## config.mk

```make
export PLATFORM = sky130hd
export DESIGN_NAME = rec_filter_top
export DESIGN_NICKNAME = d
export VERILOG_FILES = /design/src/rtl/rf_pkg.sv /design/src/rtl/rf_evt_match.sv /design/src/rtl/rf_op_match.sv /design/src/rtl/rf_lat_src_match.sv /design/src/rtl/rec_filter_top.sv
export SDC_FILE = /design/constraint.sdc
export NUM_CORES = 1
export LEC_CHECK = 0
export ABC_AREA = 1
export BUFFER_PORTS_ARGS = -buffer_cell sky130_fd_sc_hd__buf_2
export CAP_MARGIN = 10
export CORE_AREA = 10 10 113 115
export CTS_CLUSTER_SIZE = 25
export DETAILED_ROUTE_END_ITERATION = 10
export DIE_AREA = 0 0 123 125
export PLACE_DENSITY = 0.69
export SETUP_SLACK_MARGIN = 0.1
export SYNTH_ARGS = -nofsm -noshare
export SYNTH_HDL_FRONTEND = slang
export SYNTH_SLANG_ARGS = --single-unit
```

## constraint.sdc

```tcl
create_clock -name clk -period 0.8 [get_ports clk]
set_input_delay 0.2 -clock clk [delete_from_list [all_inputs] [get_ports clk]]
set_output_delay 0.2 -clock clk [all_outputs]
set_load 0.01 [all_outputs]
```

## src/rtl/rf_pkg.sv

```systemverilog
package rf_pkg;
  // operation class bit positions in the class vectors
  localparam int unsigned OP_BRANCH = 0;
  localparam int unsigned OP_LOAD   = 1;
  localparam int unsigned OP_STORE  = 2;
  localparam int unsigned OP_SIMD   = 3;
  localparam int unsigned OP_FLOAT  = 4;
  localparam int unsigned NUM_OPS   = 5;

  typedef logic [NUM_OPS-1:0] op_vec_t;

  typedef struct packed {
    logic valid;
    logic keep;
    logic drop;
  } verdict_t;
endpackage

```

## src/rtl/rf_evt_match.sv

```systemverilog
module rf_evt_match #(
  parameter int unsigned EVT_W = 64
) (
  input  logic [EVT_W-1:0] events,
  input  logic [EVT_W-1:0] need,
  input  logic [EVT_W-1:0] veto,
  output logic             pass
);
  logic need_ok;
  logic veto_hit;

  always_comb begin
    need_ok  = ((events & need) == need);
    veto_hit = |(events & veto);
    // a veto always wins over a requirement on the same bit
    pass     = need_ok && !veto_hit;
  end
endmodule

```

## src/rtl/rf_op_match.sv

```systemverilog
module rf_op_match
  import rf_pkg::*;
(
  input  op_vec_t op,
  input  op_vec_t en,
  input  op_vec_t and_mode,
  output logic    pass
);
  op_vec_t and_ok;
  op_vec_t or_cand;
  op_vec_t or_hit;

  for (genvar i = 0; i < NUM_OPS; i++) begin : g_cls
    always_comb begin
      and_ok[i]  = !(en[i] && and_mode[i]) || op[i];
      or_cand[i] = en[i] && !and_mode[i];
      or_hit[i]  = or_cand[i] && op[i];
    end
  end

  always_comb begin
    pass = (&and_ok) && ((or_cand == '0) || (|or_hit));
  end
endmodule

```

## src/rtl/rf_lat_src_match.sv

```systemverilog
module rf_lat_src_match #(
  parameter int unsigned LAT_W  = 12,
  parameter int unsigned SRC_W  = 16,
  parameter int unsigned MASK_W = 64
) (
  input  logic [LAT_W-1:0]  latency,
  input  logic [LAT_W-1:0]  min_lat,
  input  logic [SRC_W-1:0]  src,
  input  logic [MASK_W-1:0] block,
  output logic              pass
);
  localparam int unsigned IDX_W = $clog2(MASK_W);

  logic             lat_ok;
  logic             in_range;
  logic [IDX_W-1:0] idx;
  logic             src_blocked;

  always_comb begin
    lat_ok      = (latency >= min_lat);
    in_range    = (src < SRC_W'(MASK_W));
    idx         = src[IDX_W-1:0];
    src_blocked = in_range && block[idx];
    pass        = lat_ok && !src_blocked;
  end
endmodule

```

## src/rtl/rec_filter_top.sv

```systemverilog
module rec_filter_top
  import rf_pkg::*;
#(
  parameter int unsigned EVT_W  = 64,
  parameter int unsigned LAT_W  = 12,
  parameter int unsigned SRC_W  = 16,
  parameter int unsigned MASK_W = 64
) (
  input  logic              clk,
  input  logic              rst_n,
  input  logic              in_valid,
  input  logic [EVT_W-1:0]  in_events,
  input  logic [NUM_OPS-1:0] in_op,
  input  logic [LAT_W-1:0]  in_latency,
  input  logic [SRC_W-1:0]  in_src,
  input  logic [EVT_W-1:0]  cfg_evt_need,
  input  logic [EVT_W-1:0]  cfg_evt_veto,
  input  logic [NUM_OPS-1:0] cfg_op_en,
  input  logic [NUM_OPS-1:0] cfg_op_and,
  input  logic [LAT_W-1:0]  cfg_min_lat,
  input  logic [MASK_W-1:0] cfg_src_block,
  output logic              out_valid,
  output logic              out_keep,
  output logic              out_drop
);
  // reset: asserted asynchronously, released through two flops
  logic rst_meta_q;
  logic rst_sync_n;

  always_ff @(posedge clk or negedge rst_n) begin
    if (!rst_n) begin
      rst_meta_q <= 1'b0;
      rst_sync_n <= 1'b0;
    end else begin
      rst_meta_q <= 1'b1;
      rst_sync_n <= rst_meta_q;
    end
  end

  logic evt_pass;
  logic op_pass;
  logic ls_pass;

  rf_evt_match #(.EVT_W(EVT_W)) u_evt (
    .events (in_events),
    .need   (cfg_evt_need),
    .veto   (cfg_evt_veto),
    .pass   (evt_pass)
  );

  rf_op_match u_op (
    .op       (in_op),
    .en       (cfg_op_en),
    .and_mode (cfg_op_and),
    .pass     (op_pass)
  );

  rf_lat_src_match #(.LAT_W(LAT_W), .SRC_W(SRC_W), .MASK_W(MASK_W)) u_ls (
    .latency (in_latency),
    .min_lat (cfg_min_lat),
    .src     (in_src),
    .block   (cfg_src_block),
    .pass    (ls_pass)
  );

  verdict_t vd_d;
  verdict_t vd_q;

  always_comb begin
    vd_d.valid = in_valid;
    vd_d.keep  = in_valid && evt_pass && op_pass && ls_pass;
    vd_d.drop  = in_valid && !(evt_pass && op_pass && ls_pass);
  end

  always_ff @(posedge clk or negedge rst_sync_n) begin
    if (!rst_sync_n) begin
      vd_q <= '0;
    end else begin
      vd_q <= vd_d;
    end
  end

  assign out_valid = vd_q.valid;
  assign out_keep  = vd_q.keep;
  assign out_drop  = vd_q.drop;
endmodule

```

==> run_results.csv <==
group,metric,value,unit
status,status,"finished, violations left",
status,violations,"negative setup slack",
drt,initialDrtViolationCount,243,
global_route,track_usage,0.186,
sta,clock_skew,0.000113,ns
logic_synthesis,ys_warn_count,0,
drt,antenna_left,0,
logic_synthesis,synth_cells,519,
final_layout,nets,1173,
setup_path,crit_required,0.95,ns
global_route,grt_remaining_overflow,0,
hold_path,hold_class,"flop to async pin",
setup_path,worst-path-buf-inv,1,
flow_run,drv_cap,0,
logic_synthesis,synthDistinctLibCells,21,
clocking,clkTransAtPathRegs,0.03,ns
final_layout,layout-drive-gt1-share,0.461,
clocking,clock_latency,0.22,ns
setup_path,cp_slowest_cell,"nor2_2",
setup_path,cp_common_cell,"nand2_1",
setup_path,cp_max_fo,2,
global_route,antenna_found_initial,3,
drt,via_count,4314,
drt,firstDrtPassIters,4,
sta,slew_viol_final,0,
drt,detail_route.wl_per_cell,16.0,um
power_and_ir_drop,power_density,601,nW/um^2
setup_path,cp_top_family,"simple AND/OR/NAND/NOR gates",
sta,fin_setup_tns,-1.16,ns
clocking,cts_made_buffers,3,
sta,setup_violations,5,
sta,fin_crit_sh,1.50,
logic_synthesis,syn_area_per_cell,4.63,um^2
sta,hold_viol_final,0,
logic_synthesis,ys_ff_latch,5,
logic_synthesis,netlist_area,2400,um^2
logic_synthesis,synth_fp_nets,845,
sta,rsz0062_at_grt,"true",
drt,route.final.wire_length,15.8,mm
power_and_ir_drop,peakVddDrop,0.532,mV
clocking,cts_buffer_depth,2,
sta,hold_slack,0.0437,ns
clocking,cts_root_buf,"clkbuf_8",
global_route,grt_pass1_wl,22.9,mm
placed_design,dpl.hpwl,14.5,mm
final_layout,area_growth,93.0,%
global_route,first_global_vias,4612,
floorplanning,placementRows,38,
sta,fin_ws,-0.398,ns
drt,avgViaCountPerCell,4.37,
floorplanning,start_util,0.226,
setup_path,path_class,"primary input to flop",
setup_path,worstPathCellList,"buf_2 > nand2_1 > o21ai_2 > nor2_2 > nand2_1 > nor2_1 > nand2_1 > nor2_2 > nand3_2 > nor2_2 > nand2_1 > nor2_1",
clocking,htreeDepth,1,
drt,drc,0,
placed_design,routabilityCongestion,0.992,
setup_path,worstSetupStartpointType,"primary input",
setup_path,critPathMaxStageDelay,0.13,ns
floorplanning,fp.dieW,123,um
sta,fin_crit,1.20,ns
logic_synthesis,yosysSeqAreaShare,0.0521,
global_route,grt_max_degree,18,
placed_design,io_buffers,316,
clocking,cts.sinks,5,
clocking,tritoncts,"built",
sta,fmax,0.835,GHz
floorplanning,ios,317,
setup_path,endpoint_kind,"flop",
floorplanning,core,10600,um^2
floorplanning,chipHeight,125,um
setup_path,crit_arrival,1.34,ns
power_and_ir_drop,p_leak,2.91,nW
floorplanning,dieArea,15400,um^2
what timing repair did:
action / in CTS / in global routing
hold buffers: 1 / 0
pin swaps: 54 / 17
hold endpoints to repair: 2 / 0
setup endpoints to repair: 5 / 5
buffers inserted: 2 / 0
gates resized for setup: 62 / 17
gates cloned: 2 / 0
through the flow:
| step | setup slack, ns | instance area, um^2 | total power, mW | cells | util |
|---|---|---|---|---|---|
| final | -0.398 | 4630 | 2.79 | 988 | 0.437 |
| after detailed placement | -0.755 | 4260 | 2.15 | 977 | 0.402 |
| after global placement | -0.788 | 4260 | 2.13 | 977 | 0.402 |
| after global routing | -0.517 | 4630 | 3.08 | 988 | 0.437 |
| after floorplan | -0.435 | 2480 | 1.09 | 519 | - |
| after CTS | -0.410 | 4560 | 2.78 | 986 | 0.430 |
logic make-up after synthesis:
logic type | share of synthesized area
flip-flops | 0.0521
AND/OR/NAND/NOR | 0.574
adder cells (fa/ha/maj) | 0.0625
buffers and inverters | 0.190
AO/OA/AOI/OAI | 0.120
other | 0.00156
routing by layer:
metal  GRT usage  part of all wire  routed length, um  vias to the layer above
li1            -                 -                  -                     2259
met1       0.172              0.33               5150                     1827
met2       0.377              0.55               8680                      210
met3      0.0603              0.11               1730                       16
met4      0.0343             0.015                230                        2
met5           0           0.00082                 13                        -
power by group:
group,switching (mW),internal [mW]
logic,0.968,1.09
registers,0.00553,0.265
clock network,0.115,0.341
cell type report:
type / count / area [um^2]
tap: 140 / 175
fill: 1239 / 5970
inverter: 94 / 378
clock buffer: 4 / 45.0
multi-input combinational: 409 / 2040
sequential: 5 / 125
antenna: 2 / 5.00
timing repair buffer: 334 / 1870
placed cells by master, fill, tap and decap left out, types with 5 or more instances in the layout:
cell / count
buf_6: 9
o21ai_0: 23
nand3_2: 13
buf_4: 9
ha_4: 6
dfrtp_1: 5
buf_2: 308
nand2_1: 204
inv_1: 83
o21ai_1: 14
nand2_2: 11
ha_1: 6
inv_2: 7
nor2_1: 47
a21oi_1: 5
nand3_1: 53
nor2_2: 6
cell usage after synthesis:
cell type  instances  share of area
a22oi_1            2         0.0063
o21a_1             1         0.0031
buf_2              2         0.0042
a21oi_1            6          0.013
o21ai_0           40          0.083
inv_2              1         0.0016
ha_1              12          0.063
o22ai_1            1         0.0026
nor2_1            53          0.083
o211ai_1           3         0.0094
inv_1             92           0.14
nor3_1             5          0.010
buf_6              6          0.028
a211oi_1           1         0.0031
dfrtp_1            5          0.052
nor4_1             2         0.0052
nand2_1          216           0.34
nand3_1           66           0.14
inv_4              1         0.0026
buf_4              3         0.0094
conb_1             1         0.0016
path summary, 6_finish.rpt:
path / startpoint / end / slack (ns) / depth (start not counted)
min in group clk: in_valid / out_valid / 0.11 / 1
worst max register to register: rst_meta_q / rst_sync_n / 0.34 / 0
max in group asynchronous: rst_n / rst_sync_n / 0.41 / 2
worst max-delay path: in_events[9] / out_keep / -0.40 / 12
worst min-delay path: rst_sync_n / out_valid / 0.04 / 0
worst min register to register: rst_sync_n / out_valid / 0.04 / 0
flip-flops by register name (all words and copies together), names as in the netlist:
name and flops:
out_valid 1, rst_sync_n 1, out_keep 1, out_drop 1
rst_meta_q 1
(Power assumes the default switching activity.)
